## src/rtl/wdt_pkg.sv

```systemverilog
// Package: register offsets, bit positions and the flag bundle shared by
// the watchdog modules. Offsets are byte addresses on the register bus.
package wdt_pkg;
    localparam logic [7:0] OFF_RELOAD = 8'h00;
    localparam logic [7:0] OFF_STS1   = 8'h04;
    localparam logic [7:0] OFF_STS2   = 8'h06;
    localparam logic [7:0] OFF_CTRL   = 8'h08;
    localparam logic [7:0] OFF_GATE   = 8'h0C;
    localparam logic [7:0] OFF_INIT   = 8'h12;

    localparam int HALT_BIT     = 11;
    localparam int FIRST_BIT    = 3;
    localparam int SECOND_BIT   = 1;
    localparam int BOOT_BIT     = 2;
    localparam int NOREBOOT_BIT = 0;
    localparam int SMIEN_BIT    = 13;

    typedef struct packed {
        logic first;
        logic second;
        logic boot;
    } wdt_flags_t;
endpackage

```

## src/rtl/wdt_regs.sv

```systemverilog
// Module: wdt_regs
// Register file and read mux of the watchdog. It holds the halt bit, the
// gate bits (no-reboot, interrupt enable) and the initial value. It decodes
// reload writes and write-1-to-clear requests for the status flags, which
// live in wdt_stage.
// Assumes: one write per bus_wr cycle, DATA_W a multiple of 8 and
// DATA_W >= CNT_W, and a bus_addr wide enough for the highest offset.
module wdt_regs
    import wdt_pkg::*;
#(
    parameter int ADDR_W   = 5,
    parameter int DATA_W   = 16,
    parameter int CNT_W    = 10,
    parameter int INIT_MIN = 4,
    parameter int INIT_RST = 4
) (
    input  logic                clk,
    input  logic                rst_n,
    input  logic [ADDR_W-1:0]   bus_addr,
    input  logic                bus_wr,
    input  logic [DATA_W/8-1:0] bus_be,
    input  logic [DATA_W-1:0]   bus_wdata,
    output logic [DATA_W-1:0]   bus_rdata,
    input  logic [CNT_W-1:0]    count,
    input  wdt_flags_t          flags,
    output logic                halt,
    output logic                no_reboot,
    output logic                smi_en,
    output logic [CNT_W-1:0]    init_val,
    output logic                reload_req,
    output wdt_flags_t          clr_flags
);
    localparam int BE_W = DATA_W / 8;

    logic              halt_q, noreboot_q, smien_q;
    logic [CNT_W-1:0]  init_q;
    logic              sel_reload, sel_sts1, sel_sts2, sel_ctrl, sel_gate, sel_init;
    logic [DATA_W-1:0] init_merged;
    logic [CNT_W-1:0]  init_cand;

    // Combine old register contents with new data under the byte enables.
    function automatic logic [DATA_W-1:0] merge_bytes(
        input logic [DATA_W-1:0] old_v,
        input logic [DATA_W-1:0] new_v,
        input logic [BE_W-1:0]   be
    );
        logic [DATA_W-1:0] r;
        r = old_v;
        for (int b = 0; b < BE_W; b++) begin
            if (be[b]) r[b*8 +: 8] = new_v[b*8 +: 8];
        end
        return r;
    endfunction

    // Address decode for each register.
    always_comb begin
        sel_reload = (bus_addr == OFF_RELOAD[ADDR_W-1:0]);
        sel_sts1   = (bus_addr == OFF_STS1[ADDR_W-1:0]);
        sel_sts2   = (bus_addr == OFF_STS2[ADDR_W-1:0]);
        sel_ctrl   = (bus_addr == OFF_CTRL[ADDR_W-1:0]);
        sel_gate   = (bus_addr == OFF_GATE[ADDR_W-1:0]);
        sel_init   = (bus_addr == OFF_INIT[ADDR_W-1:0]);
    end

    // Candidate initial value after byte merge; upper write bits are dropped.
    always_comb begin
        init_merged = merge_bytes(DATA_W'(init_q), bus_wdata, bus_be);
        init_cand   = init_merged[CNT_W-1:0];
    end

    // Control and gate bits, each written only when its byte is enabled.
    always_ff @(posedge clk) begin
        if (!rst_n) begin
            halt_q     <= 1'b1;
            noreboot_q <= 1'b1;
            smien_q    <= 1'b0;
        end else if (bus_wr) begin
            if (sel_ctrl && bus_be[HALT_BIT/8])     halt_q     <= bus_wdata[HALT_BIT];
            if (sel_gate && bus_be[NOREBOOT_BIT/8]) noreboot_q <= bus_wdata[NOREBOOT_BIT];
            if (sel_gate && bus_be[SMIEN_BIT/8])    smien_q    <= bus_wdata[SMIEN_BIT];
        end
    end

    // Initial value register; values below the floor are refused.
    always_ff @(posedge clk) begin
        if (!rst_n) begin
            init_q <= CNT_W'(INIT_RST);
        end else if (bus_wr && sel_init && (32'(init_cand) >= INIT_MIN)) begin
            init_q <= init_cand;
        end
    end

    // Reload strobe and write-1-to-clear requests toward the stage logic.
    always_comb begin
        reload_req       = bus_wr && sel_reload;
        clr_flags.first  = bus_wr && sel_sts1 && bus_be[FIRST_BIT/8]  && bus_wdata[FIRST_BIT];
        clr_flags.second = bus_wr && sel_sts2 && bus_be[SECOND_BIT/8] && bus_wdata[SECOND_BIT];
        clr_flags.boot   = bus_wr && sel_sts2 && bus_be[BOOT_BIT/8]   && bus_wdata[BOOT_BIT];
    end

    // Read mux: live count, status flags, control, gate and initial value.
    always_comb begin
        bus_rdata = '0;
        if (sel_reload) bus_rdata = DATA_W'(count);
        if (sel_sts1)   bus_rdata[FIRST_BIT] = flags.first;
        if (sel_sts2) begin
            bus_rdata[SECOND_BIT] = flags.second;
            bus_rdata[BOOT_BIT]   = flags.boot;
        end
        if (sel_ctrl)   bus_rdata[HALT_BIT] = halt_q;
        if (sel_gate) begin
            bus_rdata[NOREBOOT_BIT] = noreboot_q;
            bus_rdata[SMIEN_BIT]    = smien_q;
        end
        if (sel_init)   bus_rdata = DATA_W'(init_q);
    end

    assign halt      = halt_q;
    assign no_reboot = noreboot_q;
    assign smi_en    = smien_q;
    assign init_val  = init_q;

    // the stored initial value never drops below the floor.
    a_r6_init_floor: assert property (@(posedge clk) disable iff (!rst_n)
        32'(init_q) >= INIT_MIN);

    // the halt bit changes only on a write to the control register.
    a_r3_halt_only_by_write: assert property (@(posedge clk) disable iff (!rst_n)
        !(bus_wr && sel_ctrl) |=> $stable(halt_q));
endmodule

```

## src/rtl/wdt_counter.sv

```systemverilog
// Module: wdt_counter
// Down-counter of the watchdog. It steps once per tick while not halted.
// A tick that finds zero is an expiry: the count reloads from the initial
// value in the same cycle and expire is high for that cycle. A reload
// request takes priority over a tick.
// Assumes: tick_en is at most one cycle wide per tick.
module wdt_counter #(
    parameter int CNT_W    = 10,
    parameter int INIT_RST = 4
) (
    input  logic             clk,
    input  logic             rst_n,
    input  logic             tick_en,
    input  logic             halt,
    input  logic             reload_req,
    input  logic [CNT_W-1:0] init_val,
    output logic [CNT_W-1:0] count,
    output logic             expire
);
    logic [CNT_W-1:0] count_q;
    logic             step;

    // A tick counts only while running and not overridden by a reload.
    always_comb begin
        step   = tick_en && !halt && !reload_req;
        expire = step && (count_q == '0);
    end

    // Count register: reload, wrap-reload on expiry, or decrement.
    always_ff @(posedge clk) begin
        if (!rst_n)          count_q <= CNT_W'(INIT_RST);
        else if (reload_req) count_q <= init_val;
        else if (expire)     count_q <= init_val;
        else if (step)       count_q <= count_q - 1'b1;
    end

    assign count = count_q;

    // a halted counter without a reload holds its value.
    a_r3_halt_freezes: assert property (@(posedge clk) disable iff (!rst_n)
        (halt && !reload_req) |=> $stable(count_q));

    // a reload write lands the initial value on the next cycle.
    a_r4_reload_loads: assert property (@(posedge clk) disable iff (!rst_n)
        reload_req |=> (count_q == $past(init_val)));

    // without a tick or a reload the count never moves.
    a_r2_no_tick_no_move: assert property (@(posedge clk) disable iff (!rst_n)
        (!tick_en && !reload_req) |=> $stable(count_q));
endmodule

```

## src/rtl/wdt_stage.sv

```systemverilog
// Module: wdt_stage
// Two-stage expiry logic. The first expiry sets the first-timeout flag
// and may pulse the interrupt. An expiry with that flag already set sets
// the second-timeout flag and, unless no-reboot blocks it, latches the
// reset request and the boot flag. A flag being set wins over a clear
// in the same cycle.
// Assumes: expire is a single-cycle strobe, and expiries are at least
// two cycles apart.
module wdt_stage
    import wdt_pkg::*;
(
    input  logic       clk,
    input  logic       rst_n,
    input  logic       expire,
    input  logic       no_reboot,
    input  logic       smi_en,
    input  wdt_flags_t clr_flags,
    output wdt_flags_t flags,
    output logic       reset_req,
    output logic       smi_pulse
);
    wdt_flags_t fl_q;
    logic       rst_q, smi_q;
    logic       second_hit, fire_reset;

    // Classify the current expiry as the second stage and gate the reset.
    always_comb begin
        second_hit = expire && fl_q.first;
        fire_reset = second_hit && !no_reboot;
    end

    // Status flags: set by events, cleared by write-1 requests.
    always_ff @(posedge clk) begin
        if (!rst_n) begin
            fl_q <= '0;
        end else begin
            fl_q.first  <= expire     || (fl_q.first  && !clr_flags.first);
            fl_q.second <= second_hit || (fl_q.second && !clr_flags.second);
            fl_q.boot   <= fire_reset || (fl_q.boot   && !clr_flags.boot);
        end
    end

    // Sticky reset request and the one-cycle first-stage interrupt.
    always_ff @(posedge clk) begin
        if (!rst_n) begin
            rst_q <= 1'b0;
            smi_q <= 1'b0;
        end else begin
            rst_q <= rst_q || fire_reset;
            smi_q <= expire && !fl_q.first && smi_en;
        end
    end

    assign flags     = fl_q;
    assign reset_req = rst_q;
    assign smi_pulse = smi_q;

    // once raised, the reset request holds until reset.
    a_r9_reset_sticky: assert property (@(posedge clk) disable iff (!rst_n)
        reset_req |=> reset_req);

    // a set no-reboot gate keeps a low request low.
    a_r10_gate_blocks: assert property (@(posedge clk) disable iff (!rst_n)
        (no_reboot && !reset_req) |=> !reset_req);

    // the interrupt is a single-cycle pulse.
    a_r11_smi_single: assert property (@(posedge clk) disable iff (!rst_n)
        smi_pulse |=> !smi_pulse);

    // the second flag rises only after the first one was set.
    a_r9_second_after_first: assert property (@(posedge clk) disable iff (!rst_n)
        $rose(fl_q.second) |-> $past(fl_q.first));
endmodule

```

## src/rtl/twostage_wdt.sv

```systemverilog
// Module: twostage_wdt
// Top of the two-stage watchdog. It connects the register file, the
// down-counter and the expiry stage logic.
// Assumes: tick_en comes from an external prescaler, and bus writes are
// single-cycle strobes with combinational read data.
module twostage_wdt
    import wdt_pkg::*;
#(
    parameter int ADDR_W   = 5,
    parameter int DATA_W   = 16,
    parameter int CNT_W    = 10,
    parameter int INIT_MIN = 4,
    parameter int INIT_RST = 4
) (
    input  logic                clk,
    input  logic                rst_n,
    input  logic [ADDR_W-1:0]   bus_addr,
    input  logic                bus_wr,
    input  logic [DATA_W/8-1:0] bus_be,
    input  logic [DATA_W-1:0]   bus_wdata,
    output logic [DATA_W-1:0]   bus_rdata,
    input  logic                tick_en,
    output logic                reset_req,
    output logic                smi_pulse
);
    logic             halt, no_reboot, smi_en, reload_req, expire;
    logic [CNT_W-1:0] init_val, count;
    wdt_flags_t       flags, clr_flags;

    wdt_regs #(
        .ADDR_W(ADDR_W), .DATA_W(DATA_W), .CNT_W(CNT_W),
        .INIT_MIN(INIT_MIN), .INIT_RST(INIT_RST)
    ) u_regs (
        .clk(clk), .rst_n(rst_n),
        .bus_addr(bus_addr), .bus_wr(bus_wr), .bus_be(bus_be),
        .bus_wdata(bus_wdata), .bus_rdata(bus_rdata),
        .count(count), .flags(flags),
        .halt(halt), .no_reboot(no_reboot), .smi_en(smi_en),
        .init_val(init_val), .reload_req(reload_req), .clr_flags(clr_flags)
    );

    wdt_counter #(.CNT_W(CNT_W), .INIT_RST(INIT_RST)) u_cnt (
        .clk(clk), .rst_n(rst_n), .tick_en(tick_en), .halt(halt),
        .reload_req(reload_req), .init_val(init_val),
        .count(count), .expire(expire)
    );

    wdt_stage u_stage (
        .clk(clk), .rst_n(rst_n), .expire(expire),
        .no_reboot(no_reboot), .smi_en(smi_en), .clr_flags(clr_flags),
        .flags(flags), .reset_req(reset_req), .smi_pulse(smi_pulse)
    );
endmodule

```

## config.mk

```make
export PLATFORM = sky130hd
export DESIGN_NAME = twostage_wdt
export DESIGN_NICKNAME = d
export VERILOG_FILES = /design/src/rtl/wdt_pkg.sv /design/src/rtl/wdt_regs.sv /design/src/rtl/wdt_counter.sv /design/src/rtl/wdt_stage.sv /design/src/rtl/twostage_wdt.sv
export SDC_FILE = /design/constraint.sdc
export NUM_CORES = 1
export LEC_CHECK = 0
export ABC_AREA = 1
export CAP_MARGIN = 10
export CORE_MARGIN = 1.5
export CORE_UTILIZATION = 53
export CTS_CLUSTER_DIAMETER = 60
export DETAILED_ROUTE_END_ITERATION = 8
export GPL_TIMING_DRIVEN = 0
export PLACE_DENSITY = 0.85
export REMOVE_ABC_BUFFERS = 1
export SLEW_MARGIN = 20
export SYNTH_ARGS = -nofsm -noshare
export SYNTH_HDL_FRONTEND = slang
export SYNTH_SLANG_ARGS = --single-unit
export TNS_END_PERCENT = 1
```

## constraint.sdc

```tcl
create_clock -name clk -period 2.6 [get_ports clk]
set_clock_uncertainty 0.1 [all_clocks]
set_input_delay 0.39 -clock clk [delete_from_list [all_inputs] [get_ports clk]]
set_output_delay 0.39 -clock clk [all_outputs]
set_load 0.02 [all_outputs]
```

==> reports/qor.yml <==
outcome:
  status: "complete, but fails checks"
  violations: "setup timing"
drt:
  post_drt_wl_per_cell_um: 12.9
  firstDrtPassIters: 4
  vias_per_cell: 5.38
  dr.first_iter.drc_count: 173
  drc_errors: 0
  via_count: 1917
  ant_nets: 0
  routed_wl_um: 4580
logic_synthesis:
  ys_seq_elements: 28
  synth_edf_count: 0
  ys_seq_area_frac: 0.309
  syn_area_per_cell_um2: 6.52
  netlist_area_mm2: 0.00181
  ys_warn_count: 0
  ys_types: 33
  netlist_instances: 278
  synthFlopType: "dfxtp_1"
  synthArstFlopShare: 0
clocking:
  clockBufferDepth: 2
  path_clk_slew_ns: 0.14
  clock_latency_ns: 0.32
  cts.sinks: 28
  postCtsSetupBuffers: 0
  cts_tree: "built"
  cts_max_level: 1
  cts-root-buf: "clkbuf_4"
  hold_buffers: 0
  numCtsBuffers: 3
sta:
  grt_setup_unrepaired: "true"
  worst_pin_slew_ns: 0.713
  finalSetupViolations: 5
  period_share: 1.04
  slew_violations: 0
  final_hold_viol_count: 0
  relSlewSlack: 0.523
  setup_slack_ns: -0.104
  finalCriticalPeriod_ns: 2.70
  fmax_ghz: 0.370
grt:
  grt_remaining_overflow: 0
  grt_pass1_vias: 1647
  grt_antenna_before_repair: 0
  grt_pass1_wl_um: 7250
  grt_max_degree: 20
  grt.total_usage: 0.257
floorplan:
  start_util: 0.548
  die_h_um: 61.5
  num_io_pins: 45
  dieArea_mm2: 0.00378
  core_area_mm2: 0.00331
  num_rows: 21
  die_x_um: 61.5
power_and_ir_drop:
  ir_drop_mv: 0.190
  power.total_w: 0.000739
  leakage_nw: 0.973
  power_density_mw_per_mm2: 333
placement:
  place_area_mm2: 0.00216
  dp.cells: 353
  portBuffers: 36
  hpwlAfterDp_um: 3400
  post-place-ws_ns: -0.331
  gp_congestion: 0.892
cells_and_area:
  area_growth_syn_to_layout_pct: 22.3
  fin_area_mm2: 0.00222
  finalNonFillerCells: 356
  multi_input_area_mm2: 0.00104
  nFillCells: 320
  drive_above_1_share: 0.0839
  antenna_cells: 0
  finish.net_count: 340
  utilization: 0.670
  register_area_um2: 561
setup_path:
  cpPeakStageDelay_ns: 0.64
  critPathKind: "input pin to output port"
  crit_path_top_delay_cell: "clkdlybuf4s50_1"
  end_kind: "output port"
  arrival_ns: 2.21
  crit_fanout: 11
  path_common_cell: "clkdlybuf4s50_1"
  cp.required_ns: 2.11
  cp-start-kind: "input pin"
  crit_chain: "clkdlybuf4s50_1 -> nor2_2 -> nand3_4 -> o22ai_1 -> clkdlybuf4s50_1"
min_path:
  holdCritPathClass: "flip-flop to flip-flop"
flow_run:
  max_cap_viol_count: 0
-- logic make-up (layout without fill, tap and decap cells) --
group,count (synthesis),in the layout,synth area share
simple gates,125,125,0.316
compound gates,65,65,0.210
buf+inv,54,83,0.137
flops,28,28,0.309
xor+xnor,4,4,0.0193
fa+ha+maj,1,1,0.00690
other cells,1,4,0.00207
-- synth_stat cells, types with 3 or more instances --
cell / instances / area (µm²)
a21oi_1: 24 / 120
a21oi_2: 3 / 26.3
buf_4: 4 / 30.0
buf_6: 4 / 45.0
dfxtp_1: 28 / 561
inv_1: 42 / 158
nand2_1: 58 / 218
nand3_1: 21 / 105
nand3_2: 3 / 30.0
nor2_1: 25 / 93.8
nor2_2: 4 / 25.0
nor3_1: 5 / 25.0
o211ai_1: 4 / 30.0
o21ai_0: 18 / 90.1
o21ai_1: 3 / 15.0
o22ai_1: 6 / 37.5
xor2_1: 3 / 26.3
-- state kept, by name, summed over array words and instances, names as in the netlist --
register / count
u_regs.init_val: 10
u_cnt.count: 10
u_stage.reset_req: 1
u_stage.flags: 3
u_regs.no_reboot: 1
u_regs.smi_en: 1
u_regs.halt: 1
u_stage.smi_pulse: 1
-- power breakdown --
part / switching, W / leakage (nW) / total, W / internal [W]
Combinational: 0.0000699 / 0.733 / 0.000122 / 0.0000517
Clock: 0.000126 / 0.0138 / 0.000181 / 0.0000543
Sequential: 0.00000338 / 0.226 / 0.000437 / 0.000433
-- cells in the final DEF (no fill, tap or decap), types with 3 or more instances in the layout --
cell / count
conb_1: 4
nor2_1: 24
clkdlybuf4s50_1: 30
o21ai_0: 18
inv_1: 42
nor3_1: 4
o22ai_1: 6
clkbuf_4: 3
nand3_1: 20
o21ai_1: 3
a21oi_1: 24
dlymetal6s2s_1: 4
nand2_1: 58
dfxtp_1: 28
xor2_1: 3
nor2_2: 5
a21oi_2: 3
o211ai_1: 4
-- routing by layer --
layer  up-vias  wire (µm)  GRT usage
li1        961          -          -
met1       891       2070      0.360
met2        61       2210      0.408
met3         4        263     0.0378
met4         0         38     0.0760
met5         -          0          0
-- path summary, 6_finish.rpt --
check / start / end / slack [ns] / cells after the start
setup / recovery: bus_addr[2] / bus_rdata[8] / -0.10 / 5
hold / removal: u_stage.reset_req / u_stage.reset_req / 0.36 / 2
setup reg to reg: u_cnt.count[0] / u_cnt.count[3] / 0.46 / 9
hold reg to reg: u_stage.reset_req / u_stage.reset_req / 0.36 / 2
-- critical path: cells and delay by family --
kind / cells / cell delay [ns]
compound gates: 1 / 0.25
buf+inv: 2 / 1.13
simple gates: 2 / 0.45
-- area by class of cell --
class                      count  share of cell area
tap                           46              0.0260
clock buffer                   3              0.0102
timing repair buffer          36               0.166
multi-input combinational    199               0.471
sequential                    28               0.253
inverter                      44              0.0745
-- timing repair --
action,in CTS,in global routing
gates resized for setup,4,7
setup endpoints to repair,11,11
hold endpoints to repair,0,0
-- per-stage QoR --
| stage | hold WS (ns) | setup TNS [ns] |
|---|---|---|
| after floorplan | 0.343 | 0 |
| after global placement | 0.336 | -2.67 |
| after detailed placement | 0.340 | -3.03 |
| after CTS | 0.361 | -0.954 |
| after global routing | 0.387 | -0.709 |
| final | 0.359 | -0.305 |
Power figures use the tool's default switching activity.
